### config.mk
export PLATFORM = sky130hd
export DESIGN_NAME = wdt_runaway_guard
export DESIGN_NICKNAME = d
export VERILOG_FILES = /design/src/rtl/wdt_guard_pkg.sv /design/src/rtl/wdt_guard_count.sv /design/src/rtl/wdt_guard_ctrl.sv /design/src/rtl/wdt_runaway_guard.sv
export SDC_FILE = /design/constraint.sdc
export NUM_CORES = 1
export LEC_CHECK = 0
export BUFFER_PORTS_ARGS = -buffer_cell sky130_fd_sc_hd__buf_4
export CELL_PAD_IN_SITES_DETAIL_PLACEMENT = 1
export CELL_PAD_IN_SITES_GLOBAL_PLACEMENT = 1
export CORE_ASPECT_RATIO = 0.8
export CORE_MARGIN = 10
export CORE_UTILIZATION = 35
export CTS_BUF_LIST = sky130_fd_sc_hd__clkbuf_2
export DETAILED_ROUTE_END_ITERATION = 10
export PLACE_DENSITY = 0.73
export SLEW_MARGIN = 20
export SYNTH_ARGS = -nofsm -noshare
export SYNTH_HDL_FRONTEND = slang
export SYNTH_HIERARCHICAL = 1
export SYNTH_SLANG_ARGS = --single-unit
### constraint.sdc
create_clock -name clk -period 2.3 [get_ports clk]
set_clock_uncertainty 0.1 [all_clocks]
set_input_delay 0.46 -clock clk [delete_from_list [all_inputs] [get_ports clk]]
set_output_delay 0.46 -clock clk [all_outputs]
set_load 0.03 [all_outputs]
### src/rtl/wdt_guard_pkg.sv
package wdt_guard_pkg;

  // Strobes from control to the counter datapath
  typedef struct packed {
    logic clear;  // force counter to zero (highest priority)
    logic hold;   // keep counter value
  } cnt_cmd_t;

  typedef enum logic [0:0] {
    PS_IDLE = 1'b0,
    PS_FIRE = 1'b1
  } pulse_state_t;

endpackage

### src/rtl/wdt_guard_count.sv
module wdt_guard_count
  import wdt_guard_pkg::*;
#(
  parameter int CNT_W = 20
) (
  input  logic             clk,
  input  logic             rstN,
  input  cnt_cmd_t         cmd,
  output logic [CNT_W-1:0] cntVal,
  output logic             atTerm
);

  localparam logic [CNT_W-1:0] CNT_ONE  = CNT_W'(1);
  localparam logic [CNT_W-1:0] CNT_ZERO = '0;

  logic [CNT_W-1:0] cntQ;
  logic [CNT_W-1:0] cntNext;

  always_comb begin
    if (cmd.clear)     cntNext = CNT_ZERO;
    else if (cmd.hold) cntNext = cntQ;
    else               cntNext = cntQ + CNT_ONE;
  end

  always_ff @(posedge clk or negedge rstN) begin
    if (!rstN) cntQ <= CNT_ZERO;
    else       cntQ <= cntNext;
  end

  assign cntVal = cntQ;
  assign atTerm = &cntQ;

endmodule

### src/rtl/wdt_guard_ctrl.sv
module wdt_guard_ctrl
  import wdt_guard_pkg::*;
#(
  parameter int PULSE_LEN = 5
) (
  input  logic     clk,
  input  logic     rstN,
  input  logic     wrEn,
  input  logic     wrClrBit,
  input  logic     oscStopped,
  input  logic     sleepMode,
  input  logic     timebaseMode,
  input  logic     watchMode,
  input  logic     stopMode,
  input  logic     atTerm,
  output cnt_cmd_t cmd,
  output logic     intRst
);

  localparam int LEFT_W = (PULSE_LEN > 1) ? $clog2(PULSE_LEN) : 1;
  localparam logic [LEFT_W-1:0] LEFT_LOAD = LEFT_W'(PULSE_LEN - 1);
  localparam logic [LEFT_W-1:0] LEFT_ONE  = LEFT_W'(1);

  pulse_state_t    stateQ, stateNext;
  logic [LEFT_W-1:0] leftQ, leftNext;

  logic clrWrite;
  logic lowPowerClr;
  logic clearReq;
  logic holdReq;
  logic fire;
  logic pulseActive;

  assign pulseActive = (stateQ == PS_FIRE);

  // A write of 0 clears; a write of 1 is ignored.
  assign clrWrite = wrEn & ~wrClrBit;

  // Sleep, timebase-timer and watch clear on entry and keep the count at
  // zero for as long as they are held, so the level is used directly.
  assign lowPowerClr = sleepMode | timebaseMode | watchMode;

  assign clearReq = clrWrite | oscStopped | lowPowerClr | pulseActive;
  assign holdReq  = stopMode;

  // The terminal count only fires when the counter would actually advance.
  assign fire = atTerm & ~clearReq & ~holdReq;

  always_comb begin
    cmd.clear = clearReq;
    cmd.hold  = holdReq;
  end

  always_comb begin
    stateNext = stateQ;
    leftNext  = leftQ;
    unique case (stateQ)
      PS_IDLE: begin
        if (fire) begin
          stateNext = PS_FIRE;
          leftNext  = LEFT_LOAD;
        end
      end
      PS_FIRE: begin
        if (leftQ == '0) stateNext = PS_IDLE;
        else             leftNext  = leftQ - LEFT_ONE;
      end
      default: stateNext = PS_IDLE;
    endcase
  end

  always_ff @(posedge clk or negedge rstN) begin
    if (!rstN) begin
      stateQ <= PS_IDLE;
      leftQ  <= '0;
    end else begin
      stateQ <= stateNext;
      leftQ  <= leftNext;
    end
  end

  assign intRst = pulseActive;

endmodule

### src/rtl/wdt_runaway_guard.sv
module wdt_runaway_guard
  import wdt_guard_pkg::*;
#(
  parameter int CNT_W     = 20,
  parameter int PULSE_LEN = 5
) (
  input  logic clk,
  input  logic rstN,
  input  logic wrEn,
  input  logic wrClrBit,
  input  logic oscStopped,
  input  logic sleepMode,
  input  logic timebaseMode,
  input  logic watchMode,
  input  logic stopMode,
  output logic clrBitRd,
  output logic intRst
);

  cnt_cmd_t         cmd;
  logic [CNT_W-1:0] cntVal;
  logic             atTerm;

  wdt_guard_ctrl #(
    .PULSE_LEN (PULSE_LEN)
  ) u_ctrl (
    .clk          (clk),
    .rstN         (rstN),
    .wrEn         (wrEn),
    .wrClrBit     (wrClrBit),
    .oscStopped   (oscStopped),
    .sleepMode    (sleepMode),
    .timebaseMode (timebaseMode),
    .watchMode    (watchMode),
    .stopMode     (stopMode),
    .atTerm       (atTerm),
    .cmd          (cmd),
    .intRst       (intRst)
  );

  wdt_guard_count #(
    .CNT_W (CNT_W)
  ) u_count (
    .clk    (clk),
    .rstN   (rstN),
    .cmd    (cmd),
    .cntVal (cntVal),
    .atTerm (atTerm)
  );

  // The clear bit has no storage; it always reads as 1.
  assign clrBitRd = 1'b1;

endmodule

==> results of run 1 <==
==> how the worst max path moves through the flow <==
stage          cells after the start               startpoint                        endpoint  slack, ns
6_report                           6  u_ctrl/intRst$_DFF_PN0_  u_count/cntVal[18]$_DFFE_PN0P_       0.21
5_1_grt                            7  u_ctrl/intRst$_DFF_PN0_  u_count/cntVal[17]$_DFFE_PN0P_       0.04
4_1_cts                            7  u_ctrl/intRst$_DFF_PN0_  u_count/cntVal[19]$_DFFE_PN0P_       0.20
3_5_place_dp                       8                     wrEn  u_count/cntVal[19]$_DFFE_PN0P_       0.12
3_3_place_gp                       7                     wrEn  u_count/cntVal[18]$_DFFE_PN0P_       0.21
2_1_floorplan                      7  u_ctrl/intRst$_DFF_PN0_  u_count/cntVal[18]$_DFFE_PN0P_       0.12
==> critical path, stage by stage, from the launching register on <==
cell and delay [ns]:
dfrtp_1 0.46, inv_1 0.14, o211ai_1 0.17, and2b_2 0.27, or3_4 0.36, or4_1 0.41
a21oi_1 0.14
==> layer usage <==
metal	share of wire, %	track usage, %
met1	45	10.4
met2	51	19.1
met3	3.5	2.56
met4	0.32	2.15
met5	0	0
==> power by group <==
group	switching, mW	internal, mW	total (mW)
Sequential	0.000330	0.423	0.423
Clock	0.129	0.0378	0.167
Combinational	0.0227	0.0137	0.0364
Total	0.152	0.475	0.627
==> metrics by stage <==
step | instance area [um^2] | power, mW | instances | util [%]
CTS | 1490 | 0.637 | 202 | 39.5
global route | 1500 | 0.670 | 202 | 39.6
detailed placement | 1460 | 0.466 | 197 | 38.7
finish | 1500 | 0.627 | 202 | 39.6
global placement | 1460 | 0.465 | 197 | 38.7
floorplan | 1360 | 0.446 | 138 | -
==> synthesized netlist by cell type <==
| master | n |
|---|---|
| a211o_1 | 1 |
| a211oi_1 | 1 |
| a21oi_1 | 7 |
| a41oi_1 | 1 |
| and2_2 | 1 |
| and2b_2 | 1 |
| and3_1 | 1 |
| and3_2 | 1 |
| and3b_1 | 1 |
| and4_1 | 1 |
| and4_2 | 1 |
| buf_4 | 3 |
| clkbuf_1 | 2 |
| clkbuf_8 | 1 |
| conb_1 | 1 |
| dfrtp_1 | 24 |
| ha_1 | 3 |
| inv_1 | 4 |
| mux2_2 | 1 |
| mux2i_1 | 1 |
| nand2_1 | 8 |
| nand2b_1 | 1 |
| nand3_1 | 3 |
| nand3_2 | 1 |
| nand4_1 | 6 |
| nand4_2 | 2 |
| nand4b_1 | 1 |
| nor2_1 | 12 |
| nor2b_1 | 4 |
| nor3_1 | 3 |
| nor4_1 | 6 |
| nor4_4 | 1 |
| o2111a_2 | 1 |
| o211ai_1 | 1 |
| o21ai_0 | 7 |
| o21bai_1 | 1 |
| o31ai_1 | 3 |
| o32ai_1 | 1 |
| or3_1 | 5 |
| or3_4 | 1 |
| or4_1 | 3 |
| xnor2_1 | 7 |
| xor2_1 | 3 |
==> sequential cells by signal, summed over array words and instances, names as in the netlist <==
name and flops:
u_ctrl/leftQ 3, u_count/cntVal 20, u_ctrl/intRst 1
==> area by class of cell <==
| class | instances | area (um^2) |
|---|---|---|
| Fill cell | 452 | 2280 |
| Clock buffer | 3 | 15.0 |
| Tap cell | 55 | 68.8 |
| Sequential cell | 24 | 601 |
| Clock inverter | 1 | 3.75 |
| Multi-Input combinational cell | 104 | 703 |
| Timing Repair Buffer | 11 | 88.8 |
| Inverter | 4 | 15.0 |
==> what timing repair did <==
item	in CTS	in global routing
endpoints found under the hold margin	24	0
resized for setup	0	1
buffers inserted	0	0
hold buffers	1	0
endpoints found under the setup margin	0	1
==> logic make-up (layout without fill, tap and decap cells) <==
| logic type | after synthesis | count (layout) | synth area share (%) |
|---|---|---|---|
| and+or+nand+nor | 64 | 64 | 29.3 |
| muxes | 2 | 2 | 1.56 |
| DFF | 24 | 24 | 44.1 |
| other | 1 | 1 | 0.275 |
| AOI/OAI and AO/OA | 24 | 24 | 11.3 |
| adders and majority gates | 3 | 3 | 2.76 |
| buffers and inverters | 10 | 19 | 4.32 |
| xor gates and xnor gates | 10 | 10 | 6.43 |
==> impl_results.md, run 1 <==
- Outcome: finished clean
- Post-DP HPWL: 2.29 mm
- VDD IR max: 290 uV
- Min Hold Slack: 0.387 ns
- Final WS setup: 0.213 ns
- Netlist cell types: 43
- Worst Hold Class: in -> reg
- Max Buffers Root-to-Sink: 2
- Post-Syn Instances: 138
- Hold Path End: u_count/cntVal[0]$_DFFE_PN0P_
- Cell Pwr Density: 419 nW/um^2
- CTS tree: done
- Net Count, Synth: 150
- Mapped Area: 1360 um^2
- Post-DRT Antenna Nets: 0
- Clock latency of the later-clocked register in the worst-skew pair: 0.35 ns
- CP max FO: 7
- Commonest non-fill, non-tap cell in the layout: dfrtp_1
- Largest area contributor in the netlist: dfrtp_1
- Routed WL: 3.10 mm
- Pins over their slew limit: 0
- FF-to-FF path depth: 6
- Hold Startpoint: stopMode
- Die width: 89.8 um
- Drt drc: 0
- Total track usage: 9.70%
- WP data required: 2.50 ns
- Reg2reg setup slack: 0.21 ns
- Arr. time, crit path: 2.29 ns
- Crit end category: register
- IO Port Bufs: 9
- GP Congestion: 0.749
- H-tree depth: 1
- Vias in the first global route: 1,129
- Global-route wire length before repair: 5.44 mm
- Initial Utilization: 36.1%
- Row cnt: 20
- GR Overflow Total: 0
- Nets: 160
- Layout area overhead: 9.73%
- Pin count of the biggest net entering global routing: 25
- WL/cell: 15.3 um
- RSZ-0062 raised after global routing: no
- Hold-critical path depth: 3
- CTS Root Cell: clkbuf_2
- FF-to-FF End: u_count/cntVal[18]$_DFFE_PN0P_
- Synthesized flop and latch total: 24
- Pleak: 0.573 nW
- Top cell type's share of synthesized area: 44.1%
- Number of clock sinks: 24
- Antenna diode instance count: 0
- Avg Cell Area, Syn: 9.87 um^2
- Fmax: 0.479 GHz
- Via Count: 1,085
- Via/cell ratio: 5.37
- Synth warn: 6
- Final setup viols: 0
- CTS buffer count: 3
- Largest cells by area after synthesis: dfrtp_1 44%, xnor2_1 4.5%, nor2_1 3.3%
- Router iterations before antenna repair: 4
- Initial antenna violation count: 0
- Worst-path clk slew: 0.23 ns
- CP Launch Type: register
- Max-cap violation count: 0
- Layout cells sized above 1: 16.3%
- 1st-iter DRT viols: 74
- Sum Neg Setup Slack: 0 ns
- Tmin final: 2.09 ns
- Fin crit share: 90.8%
- Top-Level Pins: 11
- Die area: 6800 um^2
- Die Height: 75.8 um
- Core ar.: 3780 um^2
- Pre-CTS setup slack: 0.119 ns
- R2r startpoint: u_ctrl/intRst$_DFF_PN0_
- Register area share after synthesis: 44.1%
- Final Hold Fails: 0
- Crit Path Class: reg -> reg
- Most frequent cells in the layout: 24 x dfrtp_1, 12 x nor2_1, 9 x buf_4, 8 x nand2_1
Power figures use the tool's default switching activity.
==> run 2, diff against run 1 <==
--- a/config.mk
+++ b/config.mk
@@ -8,7 +8,7 @@
 export BUFFER_PORTS_ARGS = -buffer_cell sky130_fd_sc_hd__buf_4
 export CELL_PAD_IN_SITES_DETAIL_PLACEMENT = 1
 export CELL_PAD_IN_SITES_GLOBAL_PLACEMENT = 1
-export CORE_ASPECT_RATIO = 0.8
+export CORE_ASPECT_RATIO = 0.5
 export CORE_MARGIN = 10
 export CORE_UTILIZATION = 35
 export CTS_BUF_LIST = sky130_fd_sc_hd__clkbuf_2
==> run 2 against run 1 <==
Power rose by 0.17%. Sequential power barely moved. Register-to-register slack improved by 0.03 ns. Count of clock-buffer cells in the layout did not move. Critical path depth did not move. Utilization rose by 1.9 points. Sequential cell count did not move. Design area fell by 0.59%. First-iteration DRC count fell by 78%. Critical path type unchanged. Largest power group unchanged.
==> impl_results.md, run 2 (synthesis results as in run 1) <==
- Outcome: finished clean
- Worst-path cell chain: inv_1 -> o211ai_1 -> and2b_2 -> or3_4 -> or4_1 -> a21oi_1
- FF-to-FF path depth: 6
- Nets: 160
- CP Launch Type: register
- Final setup viols: 0
- CTS buffer count: 3
- Post-DP Area: 1460 um^2
- Initial Utilization: 38.0%
- Hold Startpoint: stopMode
- Crit Path Class: reg -> reg
- Reg2reg setup slack: 0.25 ns
- Worst Hold Class: in -> reg
- CP delay by family, top: simple AND/OR/NAND/NOR gates
- Arr. time, crit path: 2.26 ns
- Max FFs per register: 20
- Layout cells sized above 1: 16.3%
- CP max stage delay: 0.43 ns
- R2r startpoint: u_ctrl/intRst$_DFF_PN0_
- Sum Neg Setup Slack: 0 ns
- Hold Path End: u_count/cntVal[0]$_DFFE_PN0P_
- Tmin final: 2.05 ns
- Fillers: 418
- Slowest stage cell, crit path: dfrtp_1
- Post-DRT Antenna Nets: 0
- Vias in the first global route: 1,104
- WL/cell: 15.3 um
- Crit end category: register
- Clock latency of the later-clocked register in the worst-skew pair: 0.36 ns
- Post_cts resized: 0
- Die area: 6940 um^2
- CP max FO: 7
- Layout area overhead: 9.09%
- Die Height: 64.1 um
- GP Congestion: 0.759
- CP Buf/Inv Count: 1
- Cell Pwr Density: 422 nW/um^2
- CTS tree: done
- Fmax: 0.487 GHz
- Most frequent cells in the layout: 24 x dfrtp_1, 12 x nor2_1, 10 x buf_4, 8 x nand2_1
- 1st-iter DRT viols: 16
- Final Hold Fails: 0
- Pleak: 0.571 nW
- Final WS setup: 0.246 ns
- Max Buffers Root-to-Sink: 2
- Post-DP HPWL: 2.22 mm
- Antenna diode instance count: 0
- Global-route wire length before repair: 5.25 mm
- Pre-CTS setup slack: 0.123 ns
- Via Count: 1,082
- WP data required: 2.51 ns
- Routed WL: 3.04 mm
- CTS Root Cell: clkbuf_2
- Worst-path clk slew: 0.23 ns
- Core ar.: 3580 um^2
- Die width: 108 um
- Number of clock sinks: 24
- GR Overflow Total: 0
- Max-cap violation count: 0
- Fin crit share: 89.3%
- Drt drc: 0
- Top-Level Pins: 11
- Initial antenna violation count: 0
- Commonest non-fill, non-tap cell in the layout: dfrtp_1
- Row cnt: 15
- Util after Layout: 41.5%
- Total track usage: 9.11%
- Pins over their slew limit: 0
- Hold-critical path depth: 3
- Pin count of the biggest net entering global routing: 25
- IO Port Bufs: 9
- Design Area, Final: 1490 um^2
- Via/cell ratio: 5.46
- H-tree depth: 1
- Router iterations before antenna repair: 4
- VDD IR max: 145 uV
- RSZ-0062 raised after global routing: no
- FF-to-FF End: u_count/cntVal[18]$_DFFE_PN0P_
-- run 2: through the flow --
step	hold slack (ns)	power (mW)	std cells
floorplan	0.0644	0.446	138
global placement	0.280	0.465	193
detailed placement	0.282	0.466	193
CTS	0.359	0.640	198
global route	0.364	0.655	198
finish	0.372	0.628	198
-- run 2: final cells by class --
class	count	area, um^2	share of cell area, %
clock inverters	1	3.75	0.253
flip-flops and latches	24	601	40.4
repair buffers	11	85.1	5.72
well taps	51	63.8	4.29
multi-input cells	104	703	47.3
inverters	4	15.0	1.01
clock buffers	3	15.0	1.01
-- run 2: where the power goes --
| group | total [mW] | internal, mW | switching [mW] | leakage (nW) |
|---|---|---|---|---|
| clock network | 0.169 | 0.0378 | 0.131 | 0.0140 |
| registers | 0.423 | 0.423 | 0.000323 | 0.335 |
| logic | 0.0359 | 0.0135 | 0.0225 | 0.222 |
| total | 0.628 | 0.474 | 0.154 | 0.571 |
-- run 2: layer usage --
metal,part of all wire (%),wire [um],GRT usage (%)
met5,0,0,0
met4,1.1,34,2.48
met3,2.1,63,2.20
met2,48,1470,15.3
met1,48,1470,11.3
-- run 2: worst min-delay path: cells and delay by family --
| kind | cells | cell delay (ns) |
|---|---|---|
| XOR/XNOR | 1 | 0.09 |
| buffers and inverters | 1 | 0.18 |
| AND/OR/NAND/NOR | 1 | 0.08 |
-- run 2: how the worst max path moves through the flow --
stage / start / depth (start not counted) / to
CTS: u_ctrl/intRst$_DFF_PN0_ / 6 / u_count/cntVal[18]$_DFFE_PN0P_
finish: u_ctrl/intRst$_DFF_PN0_ / 6 / u_count/cntVal[18]$_DFFE_PN0P_
global route: u_ctrl/intRst$_DFF_PN0_ / 7 / u_count/cntVal[19]$_DFFE_PN0P_
detailed placement: wrEn / 7 / u_count/cntVal[18]$_DFFE_PN0P_
floorplan: u_ctrl/intRst$_DFF_PN0_ / 7 / u_count/cntVal[18]$_DFFE_PN0P_
global placement: wrEn / 7 / u_count/cntVal[18]$_DFFE_PN0P_
-- run 2: what timing repair did --
| action | 4_1_cts | 5_1_grt |
|---|---|---|
| buffers inserted | 0 | 0 |
| endpoints found under the setup margin | 0 | 0 |
| endpoints found under the hold margin | 24 | 0 |
| hold buffers | 1 | 0 |
==> run 3, diff against run 2 <==
--- a/config.mk
+++ b/config.mk
@@ -11,9 +11,9 @@
 export CORE_ASPECT_RATIO = 0.5
 export CORE_MARGIN = 10
 export CORE_UTILIZATION = 35
-export CTS_BUF_LIST = sky130_fd_sc_hd__clkbuf_2
 export DETAILED_ROUTE_END_ITERATION = 10
 export PLACE_DENSITY = 0.73
+export SKIP_CTS_REPAIR_TIMING = 1
 export SLEW_MARGIN = 20
 export SYNTH_ARGS = -nofsm -noshare
 export SYNTH_HDL_FRONTEND = slang
==> run 3 against run 2 <==
Clock power up 71%. Global-route usage increased by 0.27 points. Power grew 19%. Via count is 0.65% higher. Maximum frequency grew 1.1%. Sequential share of layout area shrank 0.96 points. Die area did not move. Combinational power is essentially flat. Count of clock-buffer cells in the layout up 1. Design area is 2.4% higher. Utilization rose by 1.0 points. First-iteration DRC count is 56% higher.
==> impl_results.md, run 3 (synthesis results as in run 1) <==
- Outcome: finished clean
- Initial antenna violation count: 0
- R2r startpoint: u_ctrl/intRst$_DFF_PN0_
- 1st-iter DRT viols: 25
- Antenna diode instance count: 0
- Nets: 160
- Worst-path clk slew: 0.08 ns
- Pre-CTS setup slack: 0.123 ns
- H-tree depth: 1
- CP max FO: 7
- Fmax: 0.492 GHz
- Die width: 108 um
- Core ar.: 3580 um^2
- Die area: 6940 um^2
- Switching fraction of total power: 21.3%
- Routed WL: 3.05 mm
- Crit end category: register
- Reg2reg setup slack: 0.27 ns
- Vias in the first global route: 1,104
- IO Port Bufs: 9
- Switching power: 0.159 mW
- GR Overflow Total: 0
- Worst Hold Class: reg -> reg
- CP max stage delay: 0.41 ns
- FF-to-FF path depth: 6
- Slowest stage cell, crit path: or4_1
- Row cnt: 15
- Router iterations before antenna repair: 4
- Internal power: 0.588 mW
- Pins over their slew limit: 0
- Commonest non-fill, non-tap cell in the layout: dfrtp_1
- Max FFs per register: 20
- Most frequent cells in the layout: 24 x dfrtp_1, 12 x nor2_1, 10 x buf_4, 8 x nand2_1
- Clock network fraction of total power: 38.7%
- RSZ-0062 raised after global routing: no
- Pleak: 0.586 nW
- Tmin final: 2.03 ns
- CTS Root Cell: clkbuf_8
- WL/cell: 15.4 um
- Pin count of the biggest net entering global routing: 25
- Initial Utilization: 38.0%
- Final Hold Fails: 0
- Sum Neg Setup Slack: 0 ns
- Number of clock sinks: 24
- Sequential share of power: 56.5%
- Max-cap violation count: 0
- Reg area: 601 um^2
- Clock latency of the later-clocked register in the worst-skew pair: 0.27 ns
- Post-DP HPWL: 2.22 mm
- CP delay by family, top: simple AND/OR/NAND/NOR gates
- GP Congestion: 0.759
- Fin crit share: 88.3%
- Final setup viols: 0
- CTS tree: done
- Max Buffers Root-to-Sink: 2
- Layout area overhead: 11.8%
- Critical path depth: 6
- Fillers: 415
- Final WS setup: 0.269 ns
- Cell Pwr Density: 491 nW/um^2
- Worst-path cell chain: inv_1 -> o211ai_1 -> and2b_2 -> or3_4 -> or4_1 -> a21oi_1
- Arr. time, crit path: 2.13 ns
- Post-DRT Antenna Nets: 0
- FF-to-FF End: u_count/cntVal[18]$_DFFE_PN0P_
- WP data required: 2.40 ns
- Layout cells sized above 1: 17.0%
- CTS buffer count: 3
- Top-Level Pins: 11
- Total track usage: 9.38%
- Comb power frac: 4.8%
- Global-route wire length before repair: 5.28 mm
- Drt drc: 0
- VDD IR max: 197 uV
- Die Height: 64.1 um
- CP Buf/Inv Count: 1
- Multi-input gate area: 703 um^2
- Via Count: 1,089
- Crit Path Class: reg -> reg
- Via/cell ratio: 5.50
- CP Launch Type: register
- Critical Path Start: u_ctrl/intRst$_DFF_PN0_
- Critical Path Sink: u_count/cntVal[18]$_DFFE_PN0P_
- Min Hold Slack: 0.436 ns
run 3: cell count changes in the layout (fill, tap and decap cells not counted):
cell and change:
clkbuf_8 +4, clkbuf_2 -3, clkinv_1 -1
run 3: final cells by class:
class / instances / share of cell area, %
clock buffer: 4 / 3.62
inverter: 4 / 0.986
multi-input combinational: 104 / 46.2
sequential: 24 / 39.4
tap: 51 / 4.19
timing repair buffer: 11 / 5.59
run 3: how the worst min path moves through the flow:
stage,startpoint,to,slack (ns),depth (start not counted)
after floorplan,rstN,u_count/cntVal[0]$_DFFE_PN0P_,0.06,0
after global placement,rstN,u_count/cntVal[1]$_DFFE_PN0P_,0.28,1
after detailed placement,rstN,u_count/cntVal[0]$_DFFE_PN0P_,0.28,1
after CTS,rstN,u_count/cntVal[13]$_DFFE_PN0P_,-0.02,1
after global routing,u_ctrl/leftQ[2]$_DFFE_PN0P_,u_ctrl/leftQ[2]$_DFFE_PN0P_,0.46,1
final,u_ctrl/leftQ[2]$_DFFE_PN0P_,u_ctrl/leftQ[2]$_DFFE_PN0P_,0.44,1
run 3: per-layer routing:
metal	vias to the layer above	track usage, %	part of all wire [%]
li1	520	-	-
met1	556	11.3	49
met2	8	15.4	47
met3	5	2.50	2.3
met4	0	3.97	1.7
met5	-	0	0
run 3: worst reg2reg max path: stages, from the launching register on:
cell and delay (ns):
dfrtp_1 0.39, inv_1 0.13, o211ai_1 0.15, and2b_2 0.27, or3_4 0.36, or4_1 0.41
a21oi_1 0.15
run 3: stage by stage:
step	cell area [um^2]	total power, mW	cells	util (%)
global placement	1460	0.465	193	40.7
CTS	1510	0.762	197	42.2
global route	1520	0.781	198	42.5
finish	1520	0.747	198	42.5
detailed placement	1460	0.466	193	40.7
floorplan	1360	0.446	138	-
run 3: power by group through the flow:
stage | Combinational [mW] | Clock, mW | Sequential, mW
floorplan | 0.0151 | 0 | 0.431
global placement | 0.0348 | 0 | 0.430
detailed placement | 0.0357 | 0 | 0.431
CTS | 0.0357 | 0.304 | 0.422
global route | 0.0402 | 0.319 | 0.422
finish | 0.0360 | 0.289 | 0.422
